**config.mk**
```make
export PLATFORM = sky130hd
export DESIGN_NAME = loc_irq_ctrl
export DESIGN_NICKNAME = d
export VERILOG_FILES = /design/src/rtl/loc_irq_ctrl.sv
export SDC_FILE = /design/constraint.sdc
export NUM_CORES = 1
export LEC_CHECK = 0
export ABC_AREA = 0
export CORE_ASPECT_RATIO = 1.2
export CORE_MARGIN = 2
export CORE_UTILIZATION = 46
export DETAILED_ROUTE_END_ITERATION = 10
export PLACE_DENSITY = 0.81
export RECOVER_POWER = 100
export SLEW_MARGIN = 20
export SYNTH_ARGS = -nofsm -noshare
export SYNTH_HDL_FRONTEND = slang
export SYNTH_SLANG_ARGS = --single-unit
```
**constraint.sdc**
```tcl
create_clock -name clk -period 3.1 [get_ports clk]
set_clock_uncertainty 0.2 [all_clocks]
set_input_delay 0.62 -clock clk [delete_from_list [all_inputs] [get_ports clk]]
set_output_delay 0.62 -clock clk [all_outputs]
set_load 0.02 [all_outputs]
```
**src/rtl/loc_irq_ctrl.sv**
```systemverilog
module loc_irq_ctrl #(
  parameter int NUM_LOC = 5,
  parameter int VEC_W   = 8,
  parameter int LOC_W   = $clog2(NUM_LOC)
) (
  input  logic                 clk,
  input  logic                 rst_n,
  input  logic                 act_valid,
  input  logic [LOC_W-1:0]     act_loc,
  input  logic                 wr_en,
  input  logic [LOC_W-1:0]     wr_loc,
  input  logic [1:0]           wr_sel,
  input  logic [31:0]          wr_data,
  input  logic [4*NUM_LOC-1:0] evt,
  input  logic [VEC_W-1:0]     cfg_vec,
  input  logic [LOC_W-1:0]     rd_loc,
  input  logic [1:0]           rd_sel,
  output logic [31:0]          rd_data,
  output logic                 irq_o
);
  localparam logic [1:0]  SEL_EN   = 2'd0;
  localparam logic [1:0]  SEL_STS  = 2'd1;
  localparam logic [1:0]  SEL_VEC  = 2'd2;
  localparam logic [31:0] EN_MASK  = 32'h8000_009F;
  localparam logic [31:0] STS_MASK = 32'h0000_0087;
  localparam logic [31:0] CAP_WORD = 32'h2000_0697;

  logic [NUM_LOC-1:0][31:0] en_q, sts_q;
  logic [NUM_LOC-1:0]       own, pend;
  logic                     raw, raw_q, pulse;
  logic [1:0]               mode;

  for (genvar l = 0; l < NUM_LOC; l++) begin : g_loc
    logic        wr_hit;
    logic [31:0] set_bits, clr_bits;

    assign own[l]   = act_valid && (act_loc == LOC_W'(l));
    assign wr_hit   = wr_en && own[l] && (wr_loc == LOC_W'(l));
    assign set_bits = {24'b0, evt[4*l+3], 4'b0, evt[4*l+2], evt[4*l+1], evt[4*l]};
    assign clr_bits = (wr_hit && wr_sel == SEL_STS) ? (wr_data & STS_MASK) : 32'b0;
    assign pend[l]  = en_q[l][31] && |(en_q[l] & sts_q[l] & STS_MASK);

    always_ff @(posedge clk) begin
      if (!rst_n) begin
        en_q[l]  <= '0;
        sts_q[l] <= '0;
      end else begin
        if (wr_hit && wr_sel == SEL_EN) en_q[l] <= wr_data & EN_MASK;
        sts_q[l] <= (sts_q[l] & ~clr_bits) | set_bits;
      end
    end
  end

  always_comb begin
    raw  = 1'b0;
    mode = 2'd0;
    for (int l = 0; l < NUM_LOC; l++) begin
      if (own[l]) begin
        raw  = pend[l];
        mode = en_q[l][4:3];
      end
    end
  end

  always_ff @(posedge clk) begin
    if (!rst_n) raw_q <= 1'b0;
    else        raw_q <= raw;
  end

  assign pulse = raw & ~raw_q;

  always_comb begin
    case (mode)
      2'd0:    irq_o = raw;
      2'd1:    irq_o = ~raw;
      2'd2:    irq_o = pulse;
      default: irq_o = ~pulse;
    endcase
  end

  always_comb begin
    rd_data = '1;
    if (32'(rd_loc) < NUM_LOC) begin
      case (rd_sel)
        SEL_EN:  rd_data = en_q[rd_loc];
        SEL_STS: rd_data = sts_q[rd_loc];
        SEL_VEC: rd_data = 32'(cfg_vec);
        default: rd_data = CAP_WORD;
      endcase
    end
  end
endmodule

```
* After elaboration in Yosys (flattened, before gate mapping)
Cells that the tools add are included.
Word-level totals: bits in registers 196, word-level logic and storage cells 112
Cells by class: $lt $le $gt $ge 2, equal/unequal tests 13, muxes and demuxes 22, bitwise gates (word level) 24, reductions and logical operators 40
Operators with widths (number):
- $bmux 32 s3 | 2
- $and 32x32->32 | 5
- $not 8->32 | 5
- $or 32x8->32 | 5
- $mux 32 | 3
- $pmux 32 s3 | 1
- $and 8x8->8 | 5
- $mux 8 | 5
- $logic_and 1x1->1 | 30
- $reduce_or 4->1 | 5
- $eq 3x2->1 const B | 4
- $mux 2 | 5
- $eq 2x1->1 const B | 3
- $eq 3x1->1 const B | 2
- $eq 3x3->1 const B | 2
- $logic_not 2->1 | 3
- $logic_not 3->1 | 2
- $mux 1 | 5
- $eq 2x2->1 const B | 2
- $lt 3x4->1 const B | 1
- $lt 3x3->1 const B | 1
- $not 1->1 | 3
- $pmux 1 s3 | 1
- $and 1x1->1 | 1

* Longest topological paths before layout
Gate-level depths: netlist of run 1.
depth after elaboration 11, gate-level depth with buffers 7, gate-level depth less buffers 5

* Worst setup path before layout of run 1
Ideal clock, no wire load.
path type input port to output port, from input port rd_loc[1], to output port rd_data[4], arrival time 2.131 ns, required time 2.280 ns, slack 0.149 ns, stages 5, path through clkbuf_1 inv_1 mux4_2 a21oi_1 o311ai_0
Between the ends: word-level cells in the longest chain between the ends 4, elaborated cells between the ends (all ways) 7, classes of those cells order compare (1); mux (6)
Ends and longest elaborated chain:
- start, declared | RTL line 16 | input logic [LOC_W-1:0] rd_loc,
- $bmux 32 s3 (on tied branches) | RTL line 86, 85
- $mux 32 (on tied branches) | RTL line 86, 85
- $pmux 32 s3 | RTL line 84 | case (rd_sel)
- $mux 32 (*) | RTL line 83 | if (32'(rd_loc) < NUM_LOC) begin
- end, declared | RTL line 18 | output logic [31:0] rd_data,
Mark *: on every way between the ends. The rest lies on a longest branch, timed or not. The select of a mux whose other input is x is not followed.

* Worst setup path after layout of run 1
from input port rd_sel[0], to output port rd_data[7]
Between the ends: word-level cells in the longest chain between the ends 3, elaborated cells between the ends (all ways) 5, classes of those cells eq/ne (2); mux (2); reduce/logical (1)
Ends and longest elaborated chain:
- start, declared | RTL line 17 | input logic [1:0] rd_sel,
- $eq 2x2->1, or another cell as far along | RTL line 84
- $pmux 32 s3 (*) | RTL line 84
- $mux 32 (*) | RTL line 83
Mark *: on every way between the ends. The rest lies on a longest branch, timed or not.

==> impl_results.md, run 1 <==
* Count of buffers from port buffering at 84
* Leading cell types by count after synthesis: dfxtp_1, mux2i_1, nor2b_1
* RSZ-0062 raised after global routing: yes
* Crit path arrival time at 2.27 ns
* CORE AREA at 0.00685 mm^2
* NetSw at 0.000408 W
* Area contributors post-synth: dfxtp_1, mux2i_1, nor2b_1, buf_4, a21boi_0
* Synth Instances at 348
* P&R area growth vs syn at 27.6%
* Number of buffers created by CTS at 5
* Worst-path clk slew at 0.10 ns
* Clock power share at 0.271
* Starting DRT DRC Count at 180
* Mapped Area at 0.00324 mm^2
* Final worst setup slack at 0.00634 ns
* NumNets Final at 507
* CP cell instances: clkdlybuf4s50_1, buf_4, a221o_1, a221oi_2, o21bai_1, dlygate4sd2_1
* Top cell type's share of synthesized area at 0.346
* Syn Nets at 425
* Startpoint Class: input pin
* Pre-CTS WS at -0.719 ns
* Die Footprint at 0.00774 mm^2
* DR vias at 2851
* Endpoint class of the critical path: output pin
* CTS H-tree lvls at 2
* Num rows at 33
* Fin util at 0.604
* # fillers at 656
* Number of synthesized flops with an enable pin at 0
* Avg Cell Area, Syn at 9.32 um^2
* First-pass GRT wire length at 13.7 mm
* CTS Hold Buffers Added at 0
* Largest net degree at the start of global routing at 57
* Post-DP HPWL at 6.82 mm
* Int Power at 0.00105 W
* Max Slew Vio Count at 0
* CP max stage cell: clkdlybuf4s50_1
* Synth area leader: dfxtp_1
* DRC Markers at 0
* Rel. slew slack at 0.421
* Status: completed
* RD Place Congestion at 0.941
* CTS Sinks at 56
* Most used flip-flop cell after synthesis: dfxtp_1
* CP delay by family, top: buffers and inverters
* Final hold viol count at 0
* WL/cell at 17.1 um
* Antenna cells at 0
* Critical path class: input pin to output pin
* Root Buffer: clkbuf_8
* Maximum clock path buffer count at 2
* Vias in the first global route at 2749
* Clock Latency Late Sink at 0.31 ns
* Starting Density at 0.473
* Worst Max-Slew Pin Slew at 0.866 ns
* Post-route ant nets at 0
* Switch share at 0.279
* Die X at 80.7 um
* Crit path time final at 3.09 ns
* Worst min path class: flop to flop
* Final Power at 0.00146 W
* Peak supply drop at 238 uV
* Seq/Total Area, Yosys at 0.346
* Ys async rst share at 0
* Pwr Density at 353 mW/mm^2
* Die Height at 96.0 um
* DR pass1 iterations at 4
* WP buf/inv at 3
* Vias per cell at 5.50
* Final WL at 8.84 mm
* GR Overflow Total at 0
* Final worst-path cycle share at 0.998
* Initial antenna violation count at 0
* Sequential share of power at 0.517
* Comb pwr share at 0.212
* Max stage delay on crit path at 0.49 ns
* Post-synth cell types at 48
* Crit path max fanout at 5
* Share of layout cells above drive strength 1 at 0.132
* Cell with the most instances after synthesis: dfxtp_1
* Worst Path Required at 2.28 ns
* Final Setup Violations at 0
* Pleak at 1.66 nW
* Number of synthesized register bits at 56
* GRT Overall Usage at 0.230
* Max_cap viols at 0
* Number of top-level pins at 110
* Fmax achieved at 0.323 GHz
* CTS tree: built
* Synth warnings at 0
worst min-delay path: stages, from the launching register on:
cell,delay (ns)
dfxtp_1,0.33
mux2i_1,0.12
nor2b_1,0.05
power by group through the flow:
stage / combinational, W / sequential (W) / clock, W
detailed placement: 0.000339 / 0.000771 / 0
finish: 0.000310 / 0.000756 / 0.000397
floorplan: 0.000182 / 0.000764 / 0
global placement: 0.000334 / 0.000770 / 0
CTS: 0.000338 / 0.000755 / 0.000406
global route: 0.000332 / 0.000757 / 0.000429
timing repair:
item                                    4_1_cts  5_1_grt
endpoints found under the setup margin       33       28
setup buffers                                 0        1
pin swaps                                     0        2
resized for setup                            26       38
logic make-up after synthesis:
logic type | after synthesis | synth area share
simple gates | 103 | 0.181
buf+inv | 45 | 0.0821
xor+xnor | 1 | 0.00270
compound gates | 86 | 0.192
flops | 56 | 0.346
mux | 57 | 0.197
layer usage:
metal	GRT usage	vias to the layer above	share of wire
li1	-	1383	-
met1	0.277	1331	0.40
met2	0.419	109	0.50
met3	0.0319	28	0.064
met4	0.0777	0	0.033
met5	0	-	0
path summary, 6_finish.rpt:
path / start / to / slack [ns] / depth (start not counted)
worst max-delay path: rd_sel[0] / rd_data[7] / 0.006 / 6
worst min-delay path: en_q[67] / en_q[67] / 0.34 / 2
worst max register to register: sts_q[0] / raw_q / 1.43 / 6
worst min register to register: en_q[67] / en_q[67] / 0.34 / 2
final cells by class:
class                           instances  area (um^2)  share of cell area
Inverter                                3         11.3             0.00272
Tap cell                               87          109              0.0263
Timing Repair Buffer                  117          932               0.225
Clock buffer                            6         72.6              0.0175
Sequential cell                        56         1120               0.271
Multi-Input combinational cell        247         1880               0.454
Clock inverter                          2         16.3             0.00393
per-stage QoR:
stage | area [um^2] | hold slack [ns] | TNS [ns] | cells
6_report | 4140 | 0.339 | 0 | 518
5_1_grt | 4140 | 0.376 | -0.0659 | 518
4_1_cts | 4310 | 0.341 | -0.246 | 517
3_5_place_dp | 4190 | 0.323 | -16.78 | 509
3_3_place_gp | 4190 | 0.316 | -16.96 | 509
2_1_floorplan | 3240 | 0.294 | 0 | 348
state kept, by name (all words and copies together), names as in the netlist:
name	cells
en_q	35
sts_q	20
raw_q	1
cell usage in the layout (no fill, tap or decap), drive strengths merged, types with 12 or more instances in the layout:
| cell | n |
|---|---|
| a21boi | 20 |
| nor2b | 43 |
| clkbuf | 38 |
| nor2 | 15 |
| dfxtp | 56 |
| mux2i | 48 |
| o21a | 20 |
| buf | 28 |
| clkdlybuf4s50 | 42 |
| nand2 | 21 |
| a22oi | 12 |
Power figures use the tool's default switching activity.
==> run 2: changes to the inputs <==
- PLACE_DENSITY: 0.81 -> 0.87
==> run 2 against run 1 <==
  * Critical path depth is the same
  * Die area is the same
  * Register-to-register slack lost 0.02 ns
  * Non-clock buffer count grew 5
  * Clock power grew 13%
  * Cell area grew 2.5%
  * Via count grew 3.0%
  * First-iteration DRC count grew 72%
==> impl_results.md, run 2 (synthesis gave the netlist of run 1 again) <==
* Status: completed
* Pwr Density at 359 mW/mm^2
* Crit path arrival time at 2.21 ns
* Max stage delay on crit path at 0.46 ns
* Post-Place Cells at 514
* Post-route ant nets at 0
* Root Buffer: clkbuf_8
* # fillers at 629
* Startpoint Class: input pin
* CP cell instances: clkdlybuf4s50_1, buf_4, a221o_1, a221oi_2, o21bai_1, clkdlybuf4s15_2
* GRT Overall Usage at 0.247
* Initial antenna violation count at 0
* Final Power at 0.00152 W
* Fin util at 0.619
* DR vias at 2936
* Vias in the first global route at 2925
* M1 wire length at 3.69 mm
* Biggest regs: en_q (35), sts_q (20), raw_q (1)
* Non-filler cells, final at 523
* Final WL at 9.23 mm
* Pleak at 1.79 nW
* GR Overflow Total at 0
* Met3 Routed Length at 659 um
* Footprint of the multi-input gates at 0.00186 mm^2
* Rel. slew slack at 0.415
* Critical path class: input pin to output pin
* WP buf/inv at 3
* Peak supply drop at 253 uV
* CTS tree: built
* Commonest non-fill, non-tap cell in the layout: dfxtp_1
* Crit path time final at 3.03 ns
* Worst Path Required at 2.28 ns
* Max_cap viols at 0
* Number of top-level pins at 110
* Met2 Routed Length at 4.53 mm
* NumNets Final at 512
* Vias per cell at 5.61
* Final hold viol count at 0
* Largest net degree at the start of global routing at 57
* CTS Sinks at 56
* Worst-path clk slew at 0.10 ns
* Num rows at 33
* Biggest register: en_q
* Die Footprint at 0.00774 mm^2
* Starting DRT DRC Count at 309
* RD Place Congestion at 1.05
* Clock Latency Late Sink at 0.32 ns
* Die Height at 96.0 um
* Starting Density at 0.473
* Number of buffers created by CTS at 5
* DRC Markers at 0
* Max FFs per register at 35
* DR top layer: met4
* Die X at 80.7 um
* CP max stage cell: clkdlybuf4s50_1
* Maximum clock path buffer count at 2
* Worst Max-Slew Pin Slew at 0.874 ns
* Post-DP HPWL at 7.03 mm
* CP delay by family, top: buffers and inverters
* Pre-CTS WS at -0.655 ns
* First-pass GRT wire length at 14.5 mm
* Most frequent cells in the layout: dfxtp_1, mux2i_1, nor2b_1, clkdlybuf4s50_1, buf_4
* CORE AREA at 0.00685 mm^2
* Crit path max fanout at 5
* Worst min path class: flop to flop
* P&R area growth vs syn at 30.8%
* Final worst setup slack at 0.0664 ns
* Setup TNS at 0 ns
* WL/cell at 17.7 um
* CTS H-tree lvls at 2
* Final worst-path cycle share at 0.979
* Storage cell area at 0.00112 mm^2
* Share of layout cells above drive strength 1 at 0.147
* Endpoint class of the critical path: output pin
* RSZ-0062 raised after global routing: no
* Fmax achieved at 0.330 GHz
* Count of buffers from port buffering at 84
* DR pass1 iterations at 4
* Antenna cells at 0
* Final Setup Violations at 0
* Max Slew Vio Count at 0
==> run 2: changes by cell type in the layout (fill, tap and decap cells not counted), moves of 2 or more <==
cell            previous run  this run
clkbuf_1                  30        13
dlygate4sd2_1              8        19
dlymetal6s2s_1             4         7
a21oi_1                    8         6
a21oi_2                    1         3
buf_4                     24        26
clkbuf_2                   2         4
inv_6                      0         2
==> run 2: path summary, 6_finish.rpt <==
| check | from | cells past startpoint | slack (ns) | endpoint |
|---|---|---|---|---|
| hold / removal | en_q[100] | 2 | 0.36 | en_q[100] |
| setup reg to reg | sts_q[0] | 5 | 1.41 | raw_q |
| hold reg to reg | en_q[100] | 2 | 0.36 | en_q[100] |
| setup / recovery | rd_loc[1] | 6 | 0.07 | rd_data[7] |
==> run 2: timing repair <==
item                                    4_1_cts  5_1_grt
endpoints found under the setup margin       33       13
hold buffers                                  0        0
pin swaps                                     1        4
buffers inserted                              0        1
gates resized for setup                      54       21
==> run 2: area by class of cell <==
type / count / share of cell area
clock buffer: 6 / 0.0195
sequential: 56 / 0.264
timing repair buffer: 122 / 0.246
multi-input combinational: 247 / 0.438
inverter: 3 / 0.00265
tap: 87 / 0.0257
clock inverter: 2 / 0.00413
==> run 2: power breakdown <==
part           total (W)  leakage [nW]  switching [W]  internal, W
combinational   0.000316          1.28       0.000154     0.000162
clock           0.000449        0.0522       0.000261     0.000188
sequential      0.000757         0.458      0.0000187     0.000738
total            0.00152          1.79       0.000433      0.00109
==> run 2: layer usage <==
metal / GRT usage / vias to the layer above
met5: 0 / -
met4: 0.131 / 0
met3: 0.0385 / 23
met2: 0.435 / 137
met1: 0.288 / 1376
li1: - / 1400
==> run 2: per-stage QoR <==
step / hold slack, ns / area [um^2]
2_1_floorplan: 0.294 / 3240
6_report: 0.361 / 4240
5_1_grt: 0.375 / 4240
4_1_cts: 0.354 / 4350
3_3_place_gp: 0.325 / 4230
3_5_place_dp: 0.332 / 4230
==> run 2: worst reg2reg max path, delay by kind of cell, from the launching register on <==
kind               cells  cell delay, ns
and+or+nand+nor        1            0.17
DFF                    1            0.36
AOI/OAI and AO/OA      4            0.87
==> run 3: changes to the inputs <==
- TNS_END_PERCENT: unset -> 20
==> run 3 against run 2 <==
  * The flow now finishes with violations (negative setup slack)
  * Setup slack lost 0.14 ns
  * Sequential cell count unchanged
  * Wire length decreased by 0.22%
  * Register-to-register slack better by 0.07 ns
  * Sequential power hardly changed
  * Via count shrank 0.95%
  * Non-clock buffer count stayed put
  * Final cell count stayed put
  * Sequential share of layout area fell by 0.12 points
  * Core utilization is 0.27 points higher
==> impl_results.md, run 3 (synthesis gave the netlist of run 1 again) <==
* Post-route ant nets at 0
* RSZ-0062 raised after global routing: yes
* Share of layout cells above drive strength 1 at 0.149
* Pre-CTS WS at -0.655 ns
* CTS Hold Buffers Added at 0
* Failing checks: negative setup slack
* Biggest register: en_q
* Final worst setup slack at -0.0736 ns
* Crit path max fanout at 5
* Final WL at 9.21 mm
* Starting Density at 0.473
* Starting DRT DRC Count at 286
* Vias per cell at 5.56
* Die Footprint at 0.00774 mm^2
* Final Power at 0.00152 W
* Maximum clock path buffer count at 2
* P&R area growth vs syn at 31.4%
* Peak supply drop at 252 uV
* DR pass1 iterations at 4
* Final Setup Violations at 2
* Biggest regs: en_q (35), sts_q (20), raw_q (1)
* Largest net degree at the start of global routing at 57
* Final hold viol count at 0
* Root Buffer: clkbuf_8
* GR Overflow Total at 0
* Pleak at 1.79 nW
* DRC Markers at 0
* Rel. slew slack at 0.413
* Num rows at 33
* Die Height at 96.0 um
* NumNets Final at 512
* CTS H-tree lvls at 2
* Max_cap viols at 0
* Initial antenna violation count at 0
* Most frequent cells in the layout: dfxtp_1, mux2i_1, nor2b_1, clkdlybuf4s50_1, buf_4
* Worst Max-Slew Pin Slew at 0.878 ns
* DR vias at 2908
* CORE AREA at 0.00685 mm^2
* WL/cell at 17.6 um
* Die X at 80.7 um
* Status: finished with violations
* Startpoint Class: input pin
* Worst Path Required at 2.28 ns
* Worst-path clk slew at 0.10 ns
* Worst min path class: flop to flop
* Clock Latency Late Sink at 0.32 ns
* Endpoint class of the critical path: output pin
* Post-DP HPWL at 7.03 mm
* Critical path class: input pin to output pin
* Final hold slack at 0.361 ns
* Commonest non-fill, non-tap cell in the layout: dfxtp_1
* Antenna cells at 0
* Final worst-path cycle share at 1.02
* Fmax achieved at 0.315 GHz
* CTS tree: built
* Vias in the first global route at 2925
* CTS Sinks at 56
* Max Slew Vio Count at 0
* Crit path arrival time at 2.35 ns
* Pwr Density at 357 mW/mm^2
* Max FFs per register at 35
* Number of buffers created by CTS at 5
* Setup TNS at -0.114 ns
* Number of top-level pins at 110
* RD Place Congestion at 1.05
* GRT Overall Usage at 0.247
* Crit path time final at 3.17 ns
* First-pass GRT wire length at 14.5 mm
* Count of buffers from port buffering at 84
## run 3: area by class of cell
cell class | instances | area, um^2
inverter | 3 | 11.3
multi-input combinational | 247 | 1860
clock inverter | 2 | 17.5
clock buffer | 6 | 82.6
timing repair buffer | 122 | 1060
fill | 624 | 2590
sequential | 56 | 1120
tap | 87 | 109
## run 3: stage by stage
step | cell area (um^2) | utilization | cells
after detailed placement | 4230 | 0.617 | 514
after global routing | 4260 | 0.622 | 523
final | 4260 | 0.622 | 523
after global placement | 4230 | 0.617 | 514
after floorplan | 3240 | - | 348
after CTS | 4350 | 0.635 | 522
## run 3: final timing paths
| check | from | to | slack (ns) | cells past startpoint |
|---|---|---|---|---|
| max reg2reg | sts_q[0] | raw_q | 1.48 | 5 |
| min | en_q[100] | en_q[100] | 0.36 | 2 |
| min reg2reg | en_q[100] | en_q[100] | 0.36 | 2 |
| max | rd_loc[1] | rd_data[7] | -0.07 | 6 |
## run 3: repair_timing
action | CTS | global route
endpoints found under the setup margin | 33 | 14
gates resized for setup | 51 | 18
pin swaps | 1 | 3
buffers inserted | 0 | 1
## run 3: per-layer routing
layer  routed length, um  track usage
met2                4530        0.435
met4                 335        0.131
met1                3600        0.288
met3                 741       0.0385
met5                   0            0
## run 3: power breakdown
part	internal [W]	switching [W]
Combinational	0.000164	0.000154
Sequential	0.000738	0.0000187
Clock	0.000188	0.000258
Total	0.00109	0.000431
## run 3: worst max-delay path, cell delays in order
cell and delay [ns]:
dlygate4sd3_1 0.59, buf_4 0.18, a221o_1 0.33, a221oi_2 0.28, o21bai_1 0.09, clkdlybuf4s15_2 0.25
